## src/rtl/irq_router_pkg.sv

```systemverilog
package irq_router_pkg;

    localparam int N_OUT = 3;

    typedef enum logic [1:0] {
        OUT_IDLE  = 2'd0,
        OUT_LEVEL = 2'd1,
        OUT_PULSE = 2'd2
    } out_state_t;

    localparam logic [2:0] ADDR_MASK  = 3'd0;
    localparam logic [2:0] ADDR_MODE  = 3'd1;
    localparam logic [2:0] ADDR_ROUTE = 3'd2;
    localparam logic [2:0] ADDR_STAT1 = 3'd3;
    localparam logic [2:0] ADDR_STAT2 = 3'd4;
    localparam logic [2:0] ADDR_STAT3 = 3'd5;
    localparam logic [2:0] ADDR_ERR   = 3'd6;

endpackage

```

## src/rtl/irq_host_regs.sv

```systemverilog
module irq_host_regs
    import irq_router_pkg::*;
#(
    parameter int N_COND = 8,
    parameter int N_ERR  = 4,
    parameter int DW     = 16
) (
    input  logic                           clk,
    input  logic                           rst_n,
    input  logic                           host_wr,
    input  logic                           host_rd,
    input  logic [2:0]                     host_addr,
    input  logic [DW-1:0]                  host_wdata,
    input  logic [N_OUT-1:0][N_COND-1:0]   stat,
    input  logic [N_ERR-1:0]               err_stat,
    output logic [DW-1:0]                  host_rdata,
    output logic [N_OUT-1:0]               mask_q,
    output logic [N_OUT-1:0]               mode_q,
    output logic [2*N_COND-1:0]            route_q,
    output logic [N_OUT-1:0]               stat_clr,
    output logic                           err_clr
);

    localparam int RW = 2 * N_COND;

    always_ff @(posedge clk) begin
        if (!rst_n) begin
            mask_q  <= '1;
            mode_q  <= '0;
            route_q <= '0;
        end else if (host_wr) begin
            unique case (host_addr)
                ADDR_MASK:  mask_q  <= host_wdata[N_OUT-1:0];
                ADDR_MODE:  mode_q  <= host_wdata[N_OUT-1:0];
                ADDR_ROUTE: route_q <= host_wdata[RW-1:0];
                default: ;
            endcase
        end
    end

    always_comb begin
        for (int k = 0; k < N_OUT; k++) begin
            stat_clr[k] = host_rd && (host_addr == ADDR_STAT1 + 3'(k));
        end
        err_clr = host_rd && (host_addr == ADDR_ERR);
    end

    always_comb begin
        host_rdata = '0;
        unique case (host_addr)
            ADDR_MASK:  host_rdata[N_OUT-1:0]  = mask_q;
            ADDR_MODE:  host_rdata[N_OUT-1:0]  = mode_q;
            ADDR_ROUTE: host_rdata[RW-1:0]     = route_q;
            ADDR_STAT1: host_rdata[N_COND-1:0] = stat[0];
            ADDR_STAT2: host_rdata[N_COND-1:0] = stat[1];
            ADDR_STAT3: host_rdata[N_COND-1:0] = stat[2];
            ADDR_ERR:   host_rdata[N_ERR-1:0]  = err_stat;
            default:    host_rdata = '0;
        endcase
    end

endmodule

```

## src/rtl/irq_status_latch.sv

```systemverilog
module irq_status_latch
    import irq_router_pkg::*;
#(
    parameter int N_COND = 8,
    parameter int N_ERR  = 4
) (
    input  logic                           clk,
    input  logic                           rst_n,
    input  logic [N_COND-1:0]              cond_in,
    input  logic [N_ERR-1:0]               err_in,
    input  logic [2*N_COND-1:0]            route_q,
    input  logic [N_OUT-1:0]               stat_clr,
    input  logic                           err_clr,
    output logic [N_OUT-1:0][N_COND-1:0]   stat,
    output logic [N_OUT-1:0]               evt_q,
    output logic [N_ERR-1:0]               err_stat
);

    logic [N_COND-1:0]              cond_q;
    logic [N_ERR-1:0]               err_q;
    logic [N_COND-1:0]              rise;
    logic [N_ERR-1:0]               err_rise;
    logic [N_OUT-1:0][N_COND-1:0]   hit;

    assign rise     = cond_in & ~cond_q;
    assign err_rise = err_in & ~err_q;

    // route each rising condition to the pin its field selects; field 0 goes nowhere
    generate
        for (genvar k = 0; k < N_OUT; k++) begin : g_out
            for (genvar c = 0; c < N_COND; c++) begin : g_cond
                assign hit[k][c] = rise[c] && (route_q[2*c +: 2] == 2'(k + 1));
            end
        end
    endgenerate

    always_ff @(posedge clk) begin
        if (!rst_n) begin
            cond_q   <= '0;
            err_q    <= '0;
            stat     <= '0;
            evt_q    <= '0;
            err_stat <= '0;
        end else begin
            cond_q <= cond_in;
            err_q  <= err_in;
            for (int k = 0; k < N_OUT; k++) begin
                // a new event beats a simultaneous read-clear
                stat[k]  <= stat_clr[k] ? hit[k] : (stat[k] | hit[k]);
                evt_q[k] <= |hit[k];
            end
            err_stat <= (err_clr ? '0 : (err_stat & err_in)) | err_rise;
        end
    end

endmodule

```

## src/rtl/irq_out_fsm.sv

```systemverilog
module irq_out_fsm
    import irq_router_pkg::*;
#(
    parameter int PULSE_CYCLES = 200
) (
    input  logic       clk,
    input  logic       rst_n,
    input  logic       masked,
    input  logic       pulse_mode,
    input  logic       pending,
    input  logic       evt,
    output out_state_t st_q,
    output logic       pin_n
);

    localparam int CW = $clog2(PULSE_CYCLES + 1);
    localparam logic [CW-1:0] LOAD = CW'(PULSE_CYCLES - 1);

    out_state_t    st_d;
    logic [CW-1:0] cnt_q;

    // state register and pulse counter
    always_ff @(posedge clk) begin
        if (!rst_n) begin
            st_q  <= OUT_IDLE;
            cnt_q <= '0;
        end else begin
            st_q <= st_d;
            if (st_q == OUT_IDLE && st_d == OUT_PULSE) begin
                cnt_q <= LOAD;
            end else if (st_q == OUT_PULSE && cnt_q != '0) begin
                cnt_q <= cnt_q - 1'b1;
            end
        end
    end

    // transitions
    always_comb begin
        st_d = st_q;
        unique case (st_q)
            OUT_IDLE: begin
                if (!masked && !pulse_mode && pending) begin
                    st_d = OUT_LEVEL;   // arm-level
                end else if (!masked && pulse_mode && evt) begin
                    st_d = OUT_PULSE;   // fire-pulse
                end
            end
            OUT_LEVEL: begin
                if (masked || pulse_mode || !pending) begin
                    st_d = OUT_IDLE;    // release
                end
            end
            OUT_PULSE: begin
                if (cnt_q == '0) begin
                    st_d = OUT_IDLE;    // expire
                end
            end
            default: st_d = OUT_IDLE;
        endcase
    end

    // outputs
    always_comb begin
        unique case (st_q)
            OUT_LEVEL, OUT_PULSE: pin_n = 1'b0;
            default:              pin_n = 1'b1;
        endcase
    end

endmodule

```

## src/rtl/irq_router.sv

```systemverilog
module irq_router
    import irq_router_pkg::*;
#(
    parameter int N_COND       = 8,
    parameter int N_ERR        = 4,
    parameter int DW           = 16,
    parameter int PULSE_CYCLES = 200
) (
    input  logic              clk,
    input  logic              rst_n,
    input  logic [N_COND-1:0] cond_in,
    input  logic [N_ERR-1:0]  err_in,
    input  logic              host_wr,
    input  logic              host_rd,
    input  logic [2:0]        host_addr,
    input  logic [DW-1:0]     host_wdata,
    output logic [DW-1:0]     host_rdata,
    output logic [2:0]        irq_n,
    output logic              err_n
);

    logic [N_OUT-1:0][N_COND-1:0] stat;
    logic [N_ERR-1:0]             err_stat;
    logic [N_OUT-1:0]             mask_q;
    logic [N_OUT-1:0]             mode_q;
    logic [2*N_COND-1:0]          route_q;
    logic [N_OUT-1:0]             stat_clr;
    logic                         err_clr;
    logic [N_OUT-1:0]             evt_q;
    out_state_t [N_OUT-1:0]       st_all;

    irq_host_regs #(.N_COND(N_COND), .N_ERR(N_ERR), .DW(DW)) u_regs (
        .clk(clk), .rst_n(rst_n),
        .host_wr(host_wr), .host_rd(host_rd), .host_addr(host_addr),
        .host_wdata(host_wdata), .stat(stat), .err_stat(err_stat),
        .host_rdata(host_rdata), .mask_q(mask_q), .mode_q(mode_q),
        .route_q(route_q), .stat_clr(stat_clr), .err_clr(err_clr)
    );

    irq_status_latch #(.N_COND(N_COND), .N_ERR(N_ERR)) u_latch (
        .clk(clk), .rst_n(rst_n),
        .cond_in(cond_in), .err_in(err_in), .route_q(route_q),
        .stat_clr(stat_clr), .err_clr(err_clr),
        .stat(stat), .evt_q(evt_q), .err_stat(err_stat)
    );

    generate
        for (genvar k = 0; k < N_OUT; k++) begin : g_pin
            irq_out_fsm #(.PULSE_CYCLES(PULSE_CYCLES)) u_fsm (
                .clk(clk), .rst_n(rst_n),
                .masked(mask_q[k]), .pulse_mode(mode_q[k]),
                .pending(|stat[k]), .evt(evt_q[k]),
                .st_q(st_all[k]), .pin_n(irq_n[k])
            );
        end
    endgenerate

    // error pin is never masked
    always_ff @(posedge clk) begin
        if (!rst_n) err_n <= 1'b1;
        else        err_n <= ~(|err_stat);
    end

endmodule

```

## config.mk

```make
export PLATFORM = sky130hd
export DESIGN_NAME = irq_router
export DESIGN_NICKNAME = d
export VERILOG_FILES = /design/src/rtl/irq_router_pkg.sv /design/src/rtl/irq_host_regs.sv /design/src/rtl/irq_status_latch.sv /design/src/rtl/irq_out_fsm.sv /design/src/rtl/irq_router.sv
export SDC_FILE = /design/constraint.sdc
export NUM_CORES = 1
export LEC_CHECK = 0
export BUFFER_PORTS_ARGS = -buffer_cell sky130_fd_sc_hd__buf_4
export CORE_AREA = 2 2 89 91
export CTS_BUF_LIST = sky130_fd_sc_hd__clkbuf_8
export DETAILED_ROUTE_END_ITERATION = 8
export DIE_AREA = 0 0 91 93
export GPL_ROUTABILITY_DRIVEN = 1
export PLACE_DENSITY = 0.95
export SETUP_SLACK_MARGIN = 0.1
export SYNTH_ARGS = -nofsm -noshare
export SYNTH_HDL_FRONTEND = slang
export SYNTH_SLANG_ARGS = --single-unit
```

## constraint.sdc

```tcl
create_clock -name clk -period 4.3 [get_ports clk]
set_input_delay 0.645 -clock clk [delete_from_list [all_inputs] [get_ports clk]]
set_output_delay 0.645 -clock clk [all_outputs]
set_load 0.01 [all_outputs]
```

### Word-level counts from Yosys, hierarchy flattened

Index checks and enable logic that the tools add are counted.

| word-level totals | value |
|---|---|
| RAM bits | 0 |
| bits in latches | 0 |
| flip-flop bits (word level) | 96 |
| output and inout bits | 20 |
| bits in read-only memories | 0 |
| logic and storage cells | 195 |
| memories kept | 0 |

| cells by class | value |
|---|---|
| bitwise gates (word level) | 11 |
| order comparisons | 0 |
| $mul | 0 |
| divide/modulo/power cells | 0 |
| reduce and logical (&&, ||, !) cells | 90 |
| shift operators | 0 |
| mux-type cells | 32 |
| equal/unequal tests | 39 |
| add/subtract/negate cells | 3 |

Operators by type and width:

| operator | number |
|---|---|
| 8-bit 2-to-1 mux | 10 |
| 8-bit OR reduction | 6 |
| 1-bit logical AND | 46 |
| 2-bit equality test (second input constant) | 22 |
| 8-bit logical NOT | 3 |
| 2-bit 2-to-1 mux | 12 |
| 8-bit OR | 3 |
| 8-bit nonzero test | 3 |
| 8-bit by 1-bit subtractor with 8-bit output (second input constant) | 3 |
| 2-bit by 1-bit equality test with 1-bit output (second input constant) | 11 |
| 3-bit one-hot mux with 7 select lines | 1 |
| 2-bit one-hot mux with 3 select lines | 3 |
| 4-bit one-hot mux with 4 select lines | 1 |
| 2-bit OR reduction | 6 |
| 3-bit equality test (second input constant) | 3 |
| 1-bit logical NOT | 9 |
| 4-bit AND | 2 |
| 8-bit AND | 1 |
| 8-bit inverter | 1 |
| 3-bit by 2-bit equality test with 1-bit output (second input constant) | 2 |
| 2-bit logical NOT | 3 |
| 1-bit logical OR | 6 |
| 2-bit AND reduction | 3 |
| 2-bit nonzero test | 3 |
| other kinds (9) | 12 |

### Longest topological paths before layout

Gate-level depths: netlist (run 1).

| depth | value |
|---|---|
| word-level depth | 9 |
| depth in mapped cells | 7 |
| mapped depth without buffers | 7 |

### Modules after synthesis

From an unflattened synthesis (run 1), not the netlist that was laid out.

| second synthesis, totals | value |
|---|---|
| cells, all modules | 535 |
| area, all modules | 4917.2 um^2 |

By module, submodules not included:

| module | cells each | area an instance (um^2) | instances |
|---|---|---|---|
| irq_out_fsm | 75 | 615.6 | 3 |
| irq_status_latch | 148 | 1677.9 | 1 |
| irq_host_regs | 151 | 1307.5 | 1 |
| irq_router | 11 | 85.1 | 1 |

### Worst setup path after synthesis (run 1)

Ideal clock, no wire load.

| timing | value |
|---|---|
| path kind | input port to output port |
| start point | input port host_addr[0] |
| end point | output port host_rdata[5] |
| cell stages on the path | 4 |
| buffers on the path | 2 |
| required time | 3.655 ns |
| setup slack | 1.934 ns |
| data arrival time | 1.721 ns |
| cells stage by stage | buf_1 clkbuf_1 mux2i_1 o22ai_1 |

| between the ends | value |
|---|---|
| cells in the longest elaborated chain, start to end | 2 |
| elaborated cells on any way between the ends | 5 |
| those cells by class | eq/ne (4); mux (1) |

Ends and longest elaborated chain:

| what | RTL line | RTL |
|---|---|---|
| start: declaration | irq_router.sv:15 | `input logic [2:0] host_addr,` |
| 3-bit equality test or 3-bit by 2-bit equality test with 1-bit output (tied branches) | irq_host_regs.sv:50 | `unique case (host_addr)` |
| 4-bit one-hot mux with 4 select lines (*) | irq_host_regs.sv:50 |  |
| end: declaration | irq_router.sv:17 | `output logic [DW-1:0] host_rdata,` |

Mark *: on every way between the ends. The rest lies on a longest branch, timed or not.

### Worst setup path after layout (run 1)

| timing | value |
|---|---|
| start point | input port host_addr[1] |
| end point | output port host_rdata[4] |

The elaborated chain is that of the path after synthesis.

==> impl_metrics.ini, run 1 <==
[cells_and_area]
drive_above_1_share_pct = 13.94
nNetsFinal = 628
antenna_cells = 0
final_cell_mix = 96 x dfxtp_1, 70 x nand2_1, 54 x buf_4
areaGrowthSynthToFinish_pct = 12.70
final_common_cell = dfxtp_1

[sta]
holdWs_ns = 0.4213
skew_ns = 0.01397
finalCritPeriodShare_pct = 62.05
report.final.slew_viol_count = 0
period_needed_ns = 2.668
relSlewSlack_pct = 37.93
fin_setup_tns_ns = 0
rsz0062_at_grt = no
setup_violations = 0
hold_viol = 0
tightest_slew_ns = 0.9292
clock.fmax_mhz = 374.8

[synthesis]
avgSynthCellArea_um2 = 8.873
synthesis.nets = 586
synth_area_um2 = 4747
async_flop_share_pct = 0
seq_area_frac_synth_pct = 40.48
synth-seq-cells = 96
yosysUniqueCellTypes = 55
yosysWarnings = 0
syn_inst = 535
synth_edf_count = 0
yosys_most_used_dff = dfxtp_1

[floorplanning]
die_area_um2 = 8463
dieHeight_um = 93
core_um2 = 7527
io_pins = 55
initial_core_util_pct = 63.07
fp.dieW_um = 91
rows = 32

[clock_network]
cts-root-buf = clkbuf_8
cts_resized = 0
path_clk_slew_ns = 0.09
cts_tree = done
post-cts-setup-buffer-count = 0
cts_max_path_buffers = 2
postCtsHoldBufs = 0
cts.sinks = 96
cts_inserted_buffers = 9
cts_max_level = 3
clk_latency_ns = 0.36

[global_route]
antenna_found_initial = 0
grt_pass1_wl_um = 18570
track_usage_pct = 26.94
grt_max_degree = 90
overflow = 0
grt_pass1_vias = 4072

[setup_path]
crit_required_ns = 3.65
arrival_ns = 2.02
critPathCaptureType = output pin
cp_common_cell = buf_4
slowest_delay_ns = 0.76
crit_path_max_fanout = 16
crit_type = in2out
critPathLaunchType = primary input
crit_chain = buf_4 -> nor2b_1 -> a32oi_1 -> nand2_1 -> buf_4
cp_slowest_cell = nor2b_1

[detailed_routing]
drt-total-wl_um = 11250
vias_per_cell = 6.107
route.detailed.drc = 0
drtIter0Drc = 315
vias = 4171
first_pass_iters = 5
ant_nets = 0
route.detailed.wl_per_inst_um = 16.48

[placement]
dp_hpwl_um = 8197
io_buffers = 54
routabilityCongestion = 0.9176

[flow_run]
cap_violations = 0

[run_status]
status = completed

[power]
ir_worst_vdd_mv = 0.2020
p_leak_nw = 2.089
power_density_nw_per_um2 = 291.8

[min_path]
worstHoldPathType = reg2reg
==> cell usage after synthesis, types with 4 or more instances <==
| cell | n | area [um^2] |
|---|---|---|
| dfxtp_1 | 96 | 1922 |
| nand2_1 | 70 | 262.8 |
| a21boi_0 | 36 | 270.3 |
| nor2_1 | 29 | 108.9 |
| a21oi_1 | 27 | 135.1 |
| nor2b_1 | 27 | 168.9 |
| clkbuf_1 | 19 | 71.32 |
| inv_1 | 19 | 71.32 |
| ha_1 | 16 | 200.2 |
| mux2i_1 | 15 | 150.1 |
| and3_1 | 14 | 87.58 |
| and2_1 | 13 | 81.33 |
| nor4_1 | 11 | 68.82 |
| xnor2_1 | 11 | 96.34 |
| nand3_1 | 10 | 50.05 |
| nor4bb_1 | 10 | 100.1 |
| o21ai_0 | 9 | 45.04 |
| a21boi_1 | 7 | 52.55 |
| nand2b_1 | 7 | 43.79 |
| a32oi_1 | 6 | 52.55 |
| nand4b_1 | 6 | 52.55 |
| nor3b_1 | 5 | 37.54 |
| o21a_1 | 5 | 37.54 |
| a211oi_1 | 4 | 30.03 |
| a31oi_1 | 4 | 25.02 |
| mux2_2 | 4 | 45.04 |
| nand3b_1 | 4 | 30.03 |
| nand4_1 | 4 | 25.02 |
==> layout make-up <==
type | instances | area (um^2)
clock buffer | 9 | 123.9
clock inverter | 6 | 43.79
fill | 593 | 2177
inverter | 19 | 71.32
multi-input combinational | 397 | 2656
sequential | 96 | 1922
tap | 102 | 127.6
timing repair buffer | 54 | 405.4
==> worst paths after layout <==
path / from / endpoint / slack [ns] / depth (start not counted)
min reg2reg: u_latch.err_q[3]$_SDFF_PN0_ / u_latch.err_stat[3]$_SDFF_PN0_ / 0.42 / 1
max: host_addr[1] / host_rdata[4] / 1.63 / 5
max reg2reg: g_pin[2].u_fsm.cnt_q[0]$_SDFFE_PN0P_ / g_pin[2].u_fsm.cnt_q[5]$_SDFFE_PP0P_ / 2.04 / 7
min: u_latch.err_q[3]$_SDFF_PN0_ / u_latch.err_stat[3]$_SDFF_PN0_ / 0.42 / 1
==> where the power goes <==
group / leakage [nW] / total (mW) / switching [mW] / internal, mW
clock: 0.0917 / 0.530 / 0.318 / 0.212
combinational: 1.22 / 0.114 / 0.0588 / 0.0554
sequential: 0.779 / 0.918 / 0.0132 / 0.904
==> cells by family (layout without fill, tap and decap cells) <==
kind of cell / count (synthesis) / count (layout) / synth area share (%)
compound gates: 121 / 121 / 18.08
xor+xnor: 14 / 14 / 2.583
fa+ha+maj: 16 / 16 / 4.217
buf+inv: 42 / 88 / 3.558
flops: 96 / 96 / 40.48
mux: 20 / 20 / 4.586
simple gates: 226 / 226 / 26.49
==> metrics by stage <==
stage / worst slack, ns / util, % / total power [mW] / std cells / area [um^2]
detailed placement: 1.609 / 68.85 / 1.050 / 668 / 5182
finish: 1.632 / 71.08 / 1.561 / 683 / 5350
global placement: 1.690 / 68.85 / 1.045 / 668 / 5182
global route: 1.477 / 71.08 / 1.613 / 683 / 5350
floorplan: 1.934 / - / 0.9977 / 535 / 4747
CTS: 1.622 / 71.08 / 1.567 / 683 / 5350
==> metal layers <==
layer	up-vias	part of all wire, %	GRT usage, %	routed length (um)
li1	1977	-	-	-
met1	2001	40	31.55	4541
met2	157	51	47.53	5724
met3	36	5.7	5.721	646
met4	0	3.0	11.99	342
met5	-	0	0	0
==> sequential cells by signal, indices dropped and copies added, names as in the netlist <==
name               flops
err_n                  1
u_regs.mask_q          3
g_pin.u_fsm.cnt_q     24
u_regs.mode_q          3
u_latch.err_q          4
g_pin.u_fsm.st_q       6
u_latch.evt_q          3
u_latch.cond_q         8
u_regs.route_q        16
u_latch.stat          24
u_latch.err_stat       4
==> critical path: cells and delay by family <==
kind            cells  cell delay [ns]
compound gates      1             0.21
buf+inv             2             0.30
simple gates        2             0.86
Note: power is estimated with default switching activity, not from simulation.
==> inputs of run 2 (changes only) <==
Settings changed: CORE_AREA 2 2 89 91 to 2 2 96 98, DIE_AREA 0 0 91 93 to 0 0 98 100, PLACE_DENSITY 0.95 to 0.89.
Clock period 4.3 ns to 2.25 ns, I/O delays scaled along.
==> impl_metrics.ini, run 2 (same netlist as run 1, synthesis figures left out) <==
[run_status]
status = completed

[floorplanning]
fp.dieW_um = 98
die_area_um2 = 9800
rows = 35
initial_core_util_pct = 53.40
dieHeight_um = 100
core_um2 = 8890
io_pins = 55

[sta]
report.final.slew_viol_count = 0
relSlewSlack_pct = 57.66
skew_ns = 0.01342
period_needed_ns = 2.076
rsz0062_at_grt = no
holdWs_ns = 0.1701
setup_violations = 0
tightest_slew_ns = 0.6266
hold_viol = 0
finalCritPeriodShare_pct = 92.28
clock.fmax_mhz = 481.6
fin_setup_tns_ns = 0

[detailed_routing]
route.detailed.drc = 0
ant_nets = 0
drtIter0Drc = 336
vias = 4158
vias_per_cell = 5.932
route.detailed.wl_per_inst_um = 15.87
drt-total-wl_um = 11130
first_pass_iters = 5

[clock_network]
cts-root-buf = clkbuf_8
cts_inserted_buffers = 9
cts_max_level = 3
post-cts-setup-buffer-count = 0
clk_latency_ns = 0.37
cts_resized = 0
path_clk_slew_ns = 0.10
cts_max_path_buffers = 2
postCtsHoldBufs = 0
cts_tree = done
cts.sinks = 96

[flow_run]
cap_violations = 0

[power]
p_leak_nw = 2.132
power_density_nw_per_um2 = 565.9
report.power.total_mw = 3.092
ir_worst_vdd_mv = 0.3917

[global_route]
overflow = 0
grt_pass1_vias = 3978
antenna_found_initial = 0
track_usage_pct = 22.96
grt_pass1_wl_um = 18440
grt_max_degree = 53

[cells_and_area]
drive_above_1_share_pct = 15.76
final_cell_mix = 96 x dfxtp_1, 70 x nand2_1, 62 x buf_4
antenna_cells = 0
final_common_cell = dfxtp_1
areaGrowthSynthToFinish_pct = 15.10
final_area_um2 = 5464
largestRegisters = g_pin.u_fsm.cnt_q x24, u_latch.stat x24, u_regs.route_q x16
fin_cells = 701
nNetsFinal = 636

[setup_path]
arrival_ns = 2.37
crit_type = reg2reg
critPathLaunchType = flop
crit_path_max_fanout = 3
crit_required_ns = 2.54
ff2ff_setup_slack_ns = 0.17
crit_chain = inv_1 -> ha_1 -> or3b_4 -> or4b_2 -> mux2i_1 -> a21boi_0
r2r_cells = 6
cp_slowest_cell = or4b_2
critPathCaptureType = flop
timing.rr.start = g_pin[2].u_fsm.cnt_q[0]$_SDFFE_PN0P_
slowest_delay_ns = 0.66
rr_endpoint = g_pin[2].u_fsm.cnt_q[6]$_SDFFE_PN0P_

[placement]
io_buffers = 54
place_area_um2 = 5254
routabilityCongestion = 0.9206
dp_hpwl_um = 8228
dp.cells = 685

[min_path]
holdPathEnd = u_latch.cond_q[1]$_SDFF_PN0_
worstHoldPathType = in2reg
holdCritStartpoint = cond_in[1]
hold_path_depth = 2
-- run 2: cell type report --
cell class	instances	area, um^2
clock buffer	9	123.9
fill	736	3426
tap	111	138.9
timing repair buffer	62	465.4
multi-input combinational	397	2671
clock inverter	7	71.32
inverter	19	71.32
sequential	96	1922
-- run 2: report_power, final --
group	switching, mW	leakage, nW	internal (mW)
sequential	0.0238	0.779	1.73
combinational	0.112	1.26	0.111
clock	0.604	0.0970	0.514
-- run 2: per-layer routing --
metal	track usage, %	up-vias	routed length, um	part of all wire (%)
met5	0	-	0	0
met4	9.829	0	309	2.8
met3	3.691	28	599	5.4
met2	39.25	140	5422	49
met1	28.89	1982	4797	43
li1	-	2008	-	-
-- run 2: metrics by stage --
| stage | utilization, % | worst slack [ns] |
|---|---|---|
| 3_5_place_dp | 59.10 | 0.1904 |
| 2_1_floorplan | - | 0.2963 |
| 5_1_grt | 61.46 | 0.07438 |
| 6_report | 61.46 | 0.1737 |
| 3_3_place_gp | 59.10 | 0.2800 |
| 4_1_cts | 61.29 | 0.1694 |
-- run 2: critical path, delay by kind of cell, from the launching register on --
kind / cells / cell delay [ns]
AO/OA/AOI/OAI: 1 / 0.18
adder cells (fa/ha/maj): 1 / 0.19
buffers and inverters: 1 / 0.08
flip-flops: 1 / 0.33
multiplexers: 1 / 0.14
AND/OR/NAND/NOR: 2 / 1.08
-- run 2: how the worst max path moves through the flow --
| stage | depth (start not counted) | slack [ns] | startpoint | end |
|---|---|---|---|---|
| after floorplan | 7 | 0.30 | g_pin[2].u_fsm.cnt_q[0]$_SDFFE_PN0P_ | g_pin[2].u_fsm.cnt_q[3]$_SDFFE_PP0P_ |
| after global placement | 6 | 0.28 | g_pin[2].u_fsm.cnt_q[0]$_SDFFE_PN0P_ | g_pin[2].u_fsm.cnt_q[6]$_SDFFE_PN0P_ |
| after detailed placement | 6 | 0.19 | g_pin[2].u_fsm.cnt_q[0]$_SDFFE_PN0P_ | g_pin[2].u_fsm.cnt_q[6]$_SDFFE_PN0P_ |
| after CTS | 6 | 0.17 | g_pin[2].u_fsm.cnt_q[0]$_SDFFE_PN0P_ | g_pin[2].u_fsm.cnt_q[6]$_SDFFE_PN0P_ |
| after global routing | 7 | 0.07 | g_pin[2].u_fsm.cnt_q[0]$_SDFFE_PN0P_ | g_pin[2].u_fsm.cnt_q[1]$_SDFFE_PN0P_ |
| final | 6 | 0.17 | g_pin[2].u_fsm.cnt_q[0]$_SDFFE_PN0P_ | g_pin[2].u_fsm.cnt_q[6]$_SDFFE_PN0P_ |
